$ cat config.mk
export PLATFORM = sky130hd
export DESIGN_NAME = bwp_top
export DESIGN_NICKNAME = d
export VERILOG_FILES = /design/src/rtl/bwp_pkg.sv /design/src/rtl/bwp_regs.sv /design/src/rtl/bwp_match.sv /design/src/rtl/bwp_top.sv
export SDC_FILE = /design/constraint.sdc
export NUM_CORES = 1
export LEC_CHECK = 0
export BUFFER_PORTS_ARGS = -buffer_cell sky130_fd_sc_hd__buf_4
export CAP_MARGIN = 10
export CORE_UTILIZATION = 42
export CTS_CLUSTER_DIAMETER = 30
export DETAILED_ROUTE_END_ITERATION = 8
export GPL_TIMING_DRIVEN = 0
export PLACE_DENSITY = 0.6
export SYNTH_ARGS = -nofsm -noshare
export SYNTH_HDL_FRONTEND = slang
export SYNTH_HIERARCHICAL = 1
export SYNTH_SLANG_ARGS = --single-unit
export TNS_END_PERCENT = 5
$ cat constraint.sdc
create_clock -name clk -period 5.2 [get_ports clk]
set_input_delay 1.04 -clock clk [delete_from_list [all_inputs] [get_ports clk]]
set_output_delay 1.04 -clock clk [all_outputs]
set_load 0.01 [all_outputs]
$ cat src/rtl/bwp_pkg.sv
package bwp_pkg;

    localparam int REG_W        = 32;
    localparam int ADDR_W       = 32;
    localparam int CTL_W        = 26;
    localparam int SLOT_W       = 2;
    localparam int WORDS_PER_WP = 1 << SLOT_W;
    localparam int EN_BIT       = REG_W - 1;

    // Control line positions that neighbours decode (active low on the bus)
    localparam int CTL_TS_BIT   = 21;
    localparam int CTL_TT_LSB   = 16;
    localparam int CTL_TT_W     = 5;
    localparam int CTL_BST_BIT  = 15;
    localparam int CTL_SIZ_LSB  = 12;
    localparam int CTL_SIZ_W    = 3;

    typedef enum logic [SLOT_W-1:0] {
        SLOT_CPAT  = 2'd0,
        SLOT_APAT  = 2'd1,
        SLOT_AMASK = 2'd2,
        SLOT_CMASK = 2'd3
    } slot_e;

    typedef struct packed {
        logic              en;
        logic [CTL_W-1:0]  cmask;
        logic [ADDR_W-1:0] amask;
        logic [ADDR_W-1:0] apat;
        logic [CTL_W-1:0]  cpat;
    } wp_cfg_t;

    // A bit agrees when it equals the pattern or is masked out
    function automatic logic addr_agree(input logic [ADDR_W-1:0] pat,
                                        input logic [ADDR_W-1:0] msk,
                                        input logic [ADDR_W-1:0] val);
        return &(~(pat ^ val) | msk);
    endfunction

    function automatic logic ctl_agree(input logic [CTL_W-1:0] pat,
                                       input logic [CTL_W-1:0] msk,
                                       input logic [CTL_W-1:0] val);
        return &(~(pat ^ val) | msk);
    endfunction

    function automatic logic [REG_W-1:0] read_word(input wp_cfg_t c, input slot_e s);
        logic [REG_W-1:0] w;
        w = '0;
        case (s)
            SLOT_CPAT:  w[CTL_W-1:0] = c.cpat;
            SLOT_APAT:  w = c.apat;
            SLOT_AMASK: w = c.amask;
            SLOT_CMASK: begin
                w[CTL_W-1:0] = c.cmask;
                w[EN_BIT]    = c.en;
            end
            default:    w = '0;
        endcase
        return w;
    endfunction

endpackage

$ cat src/rtl/bwp_regs.sv
module bwp_regs
    import bwp_pkg::*;
#(
    parameter int NUM_WP = 2,
    parameter int IDX_W  = $clog2(NUM_WP) + SLOT_W
) (
    input  logic                    clk,
    input  logic                    rst,
    input  logic                    we,
    input  logic [IDX_W-1:0]        addr,
    input  logic [REG_W-1:0]        wdata,
    output logic [REG_W-1:0]        rdata,
    output wp_cfg_t [NUM_WP-1:0]    cfg
);

    localparam int WSEL_W = IDX_W - SLOT_W;

    logic [WSEL_W-1:0] wsel;
    slot_e             slot;
    logic              spare_unused;

    assign wsel         = addr[IDX_W-1:SLOT_W];
    assign slot         = slot_e'(addr[SLOT_W-1:0]);
    assign spare_unused = ^wdata[REG_W-2:CTL_W];

    for (genvar g = 0; g < NUM_WP; g++) begin : g_wp
        localparam logic [WSEL_W-1:0] MY_SEL = WSEL_W'(g);
        logic hit_me;
        assign hit_me = we && (wsel == MY_SEL);

        always_ff @(posedge clk) begin
            if (rst) begin
                cfg[g] <= '0;
            end else if (hit_me) begin
                case (slot)
                    SLOT_CPAT:  cfg[g].cpat  <= wdata[CTL_W-1:0];
                    SLOT_APAT:  cfg[g].apat  <= wdata[ADDR_W-1:0];
                    SLOT_AMASK: cfg[g].amask <= wdata[ADDR_W-1:0];
                    SLOT_CMASK: begin
                        cfg[g].cmask <= wdata[CTL_W-1:0];
                        cfg[g].en    <= wdata[EN_BIT];
                    end
                    default: ;
                endcase
            end
        end
    end

    always_comb begin
        rdata = '0;
        for (int k = 0; k < NUM_WP; k++) begin
            if (wsel == WSEL_W'(k)) rdata = read_word(cfg[k], slot);
        end
    end

endmodule

$ cat src/rtl/bwp_match.sv
module bwp_match
    import bwp_pkg::*;
(
    input  wp_cfg_t           cfg,
    input  logic [ADDR_W-1:0] bus_addr,
    input  logic [CTL_W-1:0]  bus_ctl,
    output logic              match
);

    logic addr_ok;
    logic ctl_ok;

    assign addr_ok = addr_agree(cfg.apat, cfg.amask, bus_addr);
    assign ctl_ok  = ctl_agree(cfg.cpat, cfg.cmask, bus_ctl);
    assign match   = addr_ok & ctl_ok;

endmodule

$ cat src/rtl/bwp_top.sv
module bwp_top
    import bwp_pkg::*;
#(
    parameter int NUM_WP = 2,
    parameter int IDX_W  = $clog2(NUM_WP) + SLOT_W
) (
    input  logic               clk,
    input  logic               rst,
    input  logic               cfg_we,
    input  logic [IDX_W-1:0]   cfg_addr,
    input  logic [REG_W-1:0]   cfg_wdata,
    output logic [REG_W-1:0]   cfg_rdata,
    input  logic [ADDR_W-1:0]  bus_addr,
    input  logic [CTL_W-1:0]   bus_ctl,
    output logic [NUM_WP-1:0]  wp_hit
);

    wp_cfg_t [NUM_WP-1:0]           cfg_w;
    logic [NUM_WP-1:0]              match_w;
    logic [NUM_WP-1:0]              en_w;
    logic [NUM_WP-1:0][ADDR_W-1:0]  apat_w;
    logic [NUM_WP-1:0][ADDR_W-1:0]  amask_w;

    bwp_regs #(.NUM_WP(NUM_WP), .IDX_W(IDX_W)) u_regs (
        .clk   (clk),
        .rst   (rst),
        .we    (cfg_we),
        .addr  (cfg_addr),
        .wdata (cfg_wdata),
        .rdata (cfg_rdata),
        .cfg   (cfg_w)
    );

    for (genvar g = 0; g < NUM_WP; g++) begin : g_cmp
        bwp_match u_match (
            .cfg      (cfg_w[g]),
            .bus_addr (bus_addr),
            .bus_ctl  (bus_ctl),
            .match    (match_w[g])
        );
        assign en_w[g]    = cfg_w[g].en;
        assign apat_w[g]  = cfg_w[g].apat;
        assign amask_w[g] = cfg_w[g].amask;
    end

    always_ff @(posedge clk) begin
        if (rst) wp_hit <= '0;
        else     wp_hit <= en_w & match_w;
    end

endmodule

======== After elaboration in Yosys (flattened, before gate mapping) ========
Cells that the tools add are included.
storage, ports and cells
  output and inout bits ................... 34
  flip-flop bits (word level) ............. 236
  input bits .............................. 96
  logic and storage cells ................. 52
operators by class
  bitwise logic cells ..................... 16
  muxes and demuxes ....................... 7
  equality and inequality tests ........... 3
  reduce and logical (&&, ||, !) cells .... 15
operator list
  kind                                                                    count
  26-bit one-hot mux with 4 select lines                                  2
  32-bit NOT                                                              2
  32-bit OR                                                               2
  32-bit AND reduction                                                    2
  32-bit bitwise XOR                                                      2
  26-bit NOT                                                              2
  26-bit OR                                                               2
  26-bit AND reduction                                                    2
  26-bit bitwise XOR                                                      2
  32-bit 2-to-1 mux                                                       1
  5-bit one-hot mux with 2 select lines                                   2
  2-bit AND reduction                                                     8
  1-bit one-hot mux with 3 select lines                                   2
  2-bit equality test (second input constant)                             2
  1-bit bitwise AND                                                       2
  2-bit bitwise AND                                                       1
  2-bit by 1-bit equality test with 1-bit output (second input constant)  1
  1-bit logical AND                                                       2
  2-bit zero test                                                         1
  1-bit NOT                                                               1

======== Depth between registers and ports, before layout ========
  depth after elaboration ................. 6
  depth in mapped cells ................... 7
  gate-level depth less buffers ........... 6

======== Hierarchy ========
The synthesis kept the hierarchy.
by module, submodules not included
  module     cells each  instances  area each (um^2)  sequential area each (um^2)
  bwp_regs   1329        1          10105.9           4684.5
  bwp_match  98          2          752.0             0.0
  bwp_top    4           1          57.6              40.0

======== Least setup slack after synthesis ========
No wires, ideal clock.
  kind .................................... input -> output
  start point ............................. input cfg_addr[0]
  end point ............................... output cfg_rdata[10]
  buffers on the path ..................... 2
  required time ........................... 4.160 ns
  setup slack ............................. 1.978 ns
  arrival ................................. 2.182 ns
  cell stages on the path ................. 7
  path through ............................ inv_1 > ha_1 > buf_2 > inv_1 > clkbuf_1 > o21ai_0 > o21ai_0
on the way
  longest elaborated chain between the ends .. 3
  elaborated cells on any way between the ends .. 7
  classes of those cells .................. eq/ne (3); mux (3); reduce/logical (1)
ends and longest elaborated chain
  what                                         line            source
  start: declaration                           bwp_top.sv:10   input logic [IDX_W-1:0] cfg_addr,
  2-bit equality test (tied with other cells)  bwp_pkg.sv:49   case (s)
  26-bit one-hot mux with 4 select lines       bwp_pkg.sv:49
  32-bit 2-to-1 mux (*)                        bwp_regs.sv:52  if (wsel == WSEL_W'(k)) rdata = read_word(cfg[k], slot);
  end: declaration                             bwp_top.sv:12   output logic [REG_W-1:0] cfg_rdata,
Mark *: on every way between the ends. The rest lies on a longest branch, timed or not.

======== Worst setup path after layout ========
  start point ............................. input cfg_addr[0]
  end point ............................... output cfg_rdata[9]
The elaborated chain is that of the path after synthesis.

==> Flow_metrics.wiki <==
{| class="wikitable"
! Metric !! Value
|-
| Post-synthesis mux area share || 0%
|-
| Net Count, Synth || 1631
|-
| Die Span X || 169 um
|-
| Die Ht || 169 um
|-
| Proportion of layout cells with a drive suffix above 1 || 17.8%
|-
| Largest delay share family, worst path || buffers and inverters
|-
| Largest net degree at the start of global routing || 11
|-
| Highest ir drop seen on vdd || 0.202 mV
|-
| Post-Synthesis Cells || 1529
|-
| Highest achievable clock rate || 231 MHz
|-
| Met2 track demand over resource in global routing || 57.3%
|-
| GRT met1 Usage || 49.0%
|-
| Number of diodes added for antenna fixing || 0
|-
| Post-synthesis cell area || 11700 um2
|-
| CP peak stage delay || 0.61 ns
|-
| DRT Wirelength || 54500 um
|-
| Clock buffer depth || 3
|-
| DRT iter0 DRCs || 1806
|-
| Area growth syn-to-layout || 28.8%
|-
| Core Rows || 60
|-
| Least-Margin Pin Slew || 1.15 ns
|-
| Gates resized, CTS repair || 0
|-
| Wire length per cell after detailed routing || 25.7 um
|-
| Fin crit period || 4.33 ns
|-
| Gr busiest metal || met2
|-
| Result of the run || finished, final reports clean
|-
| Proportion of synthesized chip area in sequential cells || 40.5%
|-
| Detail-routed via count per cell || 5.96
|-
| Max-capacitance violation count || 0
|-
| Final Max Tran Viols || 0
|-
| Total Die Area || 28400 um2
|-
| Leakage dissipation || 0.00521 uW
|-
| WS Path Type || in2out
|-
| Clock-pin transition on the worst setup and hold timing paths || 0.04 ns
|-
| Worst relative slew slack || 23.6%
|-
| Data arrival at the endpoint of the critical path || 3.29 ns
|-
| Insertion delay to the later sink of the worst-skew pair || 0.55 ns
|-
| Boundary pin count || 130
|-
| Basic-gate share of the synthesized area counting and, or, nand and nor cells || 17.4%
|-
| Main combinational cell family by area after synthesis || compound AO/OA/AOI/OAI gates
|-
| Global routing usage summed across all routing layers || 37.9%
|-
| DRC errors left || 0
|-
| Overflow left after global routing || 0
|-
| Required time at the worst-slack endpoint || 4.16 ns
|-
| Final net count || 1802
|-
| DR vias || 12600
|-
| Flop and latch count out of synthesis || 236
|-
| Type of the most critical hold path || reg2reg
|-
| Crit path capture type || primary output
|-
| DP HPWL || 39100 um
|-
| Area of the core region || 27100 um2
|-
| Number of global-route vias before repair || 11900
|-
| Post-synth cell types || 31
|-
| Synthesized-area fraction occupied by ao, oa, aoi and oai cells || 25.3%
|-
| Total power divided by cell area || 420 nW/um2
|-
| Worst setup SP type || input pin
|-
| Finish-stage setup viols || 0
|-
| Critical-path top delay cell || sky130_fd_sc_hd__clkbuf_1
|-
| Number of nets with antenna violations after routing || 0
|-
| Total count of hold-check failures in the final report || 0
|-
| Total Neg Setup Slack || 0 ns
|-
| Met3 usage in global routing || 10.0%
|-
| Setup Buffers After CTS || 0
|-
| Core Util, Final || 55.5%
|-
| Adder-Cell Fraction of Synth Area || 0.643%
|-
| Largest clock skew in the final design || 0.0191 ns
|-
| CTS H-Tree Depth || 3
|-
| CP bufs+invs || 6
|-
| Number of synthesis warnings || 6
|-
| Unrepaired setup endpoints after global routing || false
|-
| Routability-driven placement congestion ratio || 1.02
|-
| Clock buffer count from CTS || 66
|-
| Maximum fanout along the worst path || 10
|-
| TritonCTS clock tree || yes
|-
| Initial cell density of the core || 43.1%
|-
| Xor and xnor fraction of the mapped netlist area || 8.71%
|-
| Post-route clock period utilization || 83.4%
|-
| Number of antenna violations at the first check in global routing || 0
|-
| Initial DRT Pass Iterations || 7
|-
| Global-route wire length before repair || 77900 um
|-
| Number of buffers inserted by port buffering || 103
|-
| Clock sink count || 236
|-
| Post-CTS Hold Buffers || 0
|-
| Mean instance size in the synthesized netlist || 7.63 um2
|-
| Crit path cell chain || buf_4 > inv_1 > ha_1 > buf_2 > inv_1 > clkbuf_1 > o21ai_0 > o21ai_0 > buf_4
|-
| Clock root cell || sky130_fd_sc_hd__clkbuf_16
|}
cell usage in the layout, fill, tap and decap left out, drive strengths merged, types with 18 or more instances in the layout:
cell type,count
a21oi,260
buf,209
dfxtp,236
clkinv,18
a211oi,32
a22o,26
xnor2,116
o21ai,52
a221o,26
o22ai,58
nand2,468
a22oi,31
inv,33
clkbuf,123
sequential cells by signal (all words and copies together), names as in the netlist:
register    cells
u_regs/cfg    234
wp_hit          2
path summary, 6_finish.rpt:
kind / endpoint / cells after the start / slack, ns / from
max: cfg_rdata[9] / 9 / 0.87 / cfg_addr[0]
min: u_regs/cfg[101] / 2 / 0.47 / u_regs/cfg[101]
max reg2reg: wp_hit[1] / 6 / 3.09 / u_regs/cfg[156]
min reg2reg: u_regs/cfg[101] / 2 / 0.47 / u_regs/cfg[101]
layer usage:
layer / wire length, um / share of wire, %
met1: 21300 / 39
met5: 0 / 0
met4: 3060 / 5.6
met3: 6760 / 12
met2: 23300 / 43
per-stage QoR:
stage                     instance area (um2)  cells  hold WS, ns  worst slack, ns  total power, uW
after global routing                    15000   2118        0.493            0.798             6440
after global placement                  12900   2004        0.454            0.924             2480
final                                   15000   2118        0.473            0.865             6310
after detailed placement                12900   2004        0.462            0.936             2480
after CTS                               15000   2118        0.471            0.935             6290
after floorplan                         11700   1529        0.445             1.98             2210
synthesized netlist by cell type (all sizes together):
library cell,number,area (um2)
dfxtp,236,4720
nor2b,1,6.26
o22ai,58,363
clkbuf,34,128
nor4,12,75.1
a221o,26,260
a21oi,260,1300
a22oi,31,233
nand2,468,1760
and3,4,25.0
a22o,26,228
a221oi,5,43.8
ha,6,75.1
inv,30,113
nand3,4,30.0
and3b,6,52.6
nand3b,4,37.5
xnor2,116,1020
nor2,4,15.0
a211oi,32,240
o21ai,52,260
nor3,2,10.0
a222oi,2,20.0
nand4,4,25.0
buf,106,629
worst min-delay path, delay by kind of cell, from the launching register on:
kind            cells  cell delay [ns]
compound gates      1             0.05
flops               1             0.31
simple gates        1             0.05
report_power, final:
group	switching (uW)	total, uW	leakage [uW]	internal [uW]
clock network	1190	3830	0.00106	2640
logic	374	575	0.00225	201
registers	42.2	1900	0.00191	1860
total	1610	6310	0.00521	4700
logic make-up (layout without fill, tap and decap cells):
logic type,count (synthesis),after routing
AND/OR/NAND/NOR,509,509
XOR/XNOR,116,116
buffers and inverters,170,387
adder cells (fa/ha/maj),6,6
AO/OA/AOI/OAI,492,492
flip-flops,236,236
area by class of cell:
cell class / count / area (um2)
multi-input combinational: 1123 / 6070
tap: 372 / 465
inverter: 30 / 113
clock inverter: 25 / 255
clock buffer: 89 / 1870
sequential: 236 / 4720
timing repair buffer: 103 / 773
buffer: 140 / 757
fill: 2568 / 12100
No activity file was read; power rests on OpenSTA's default activity.
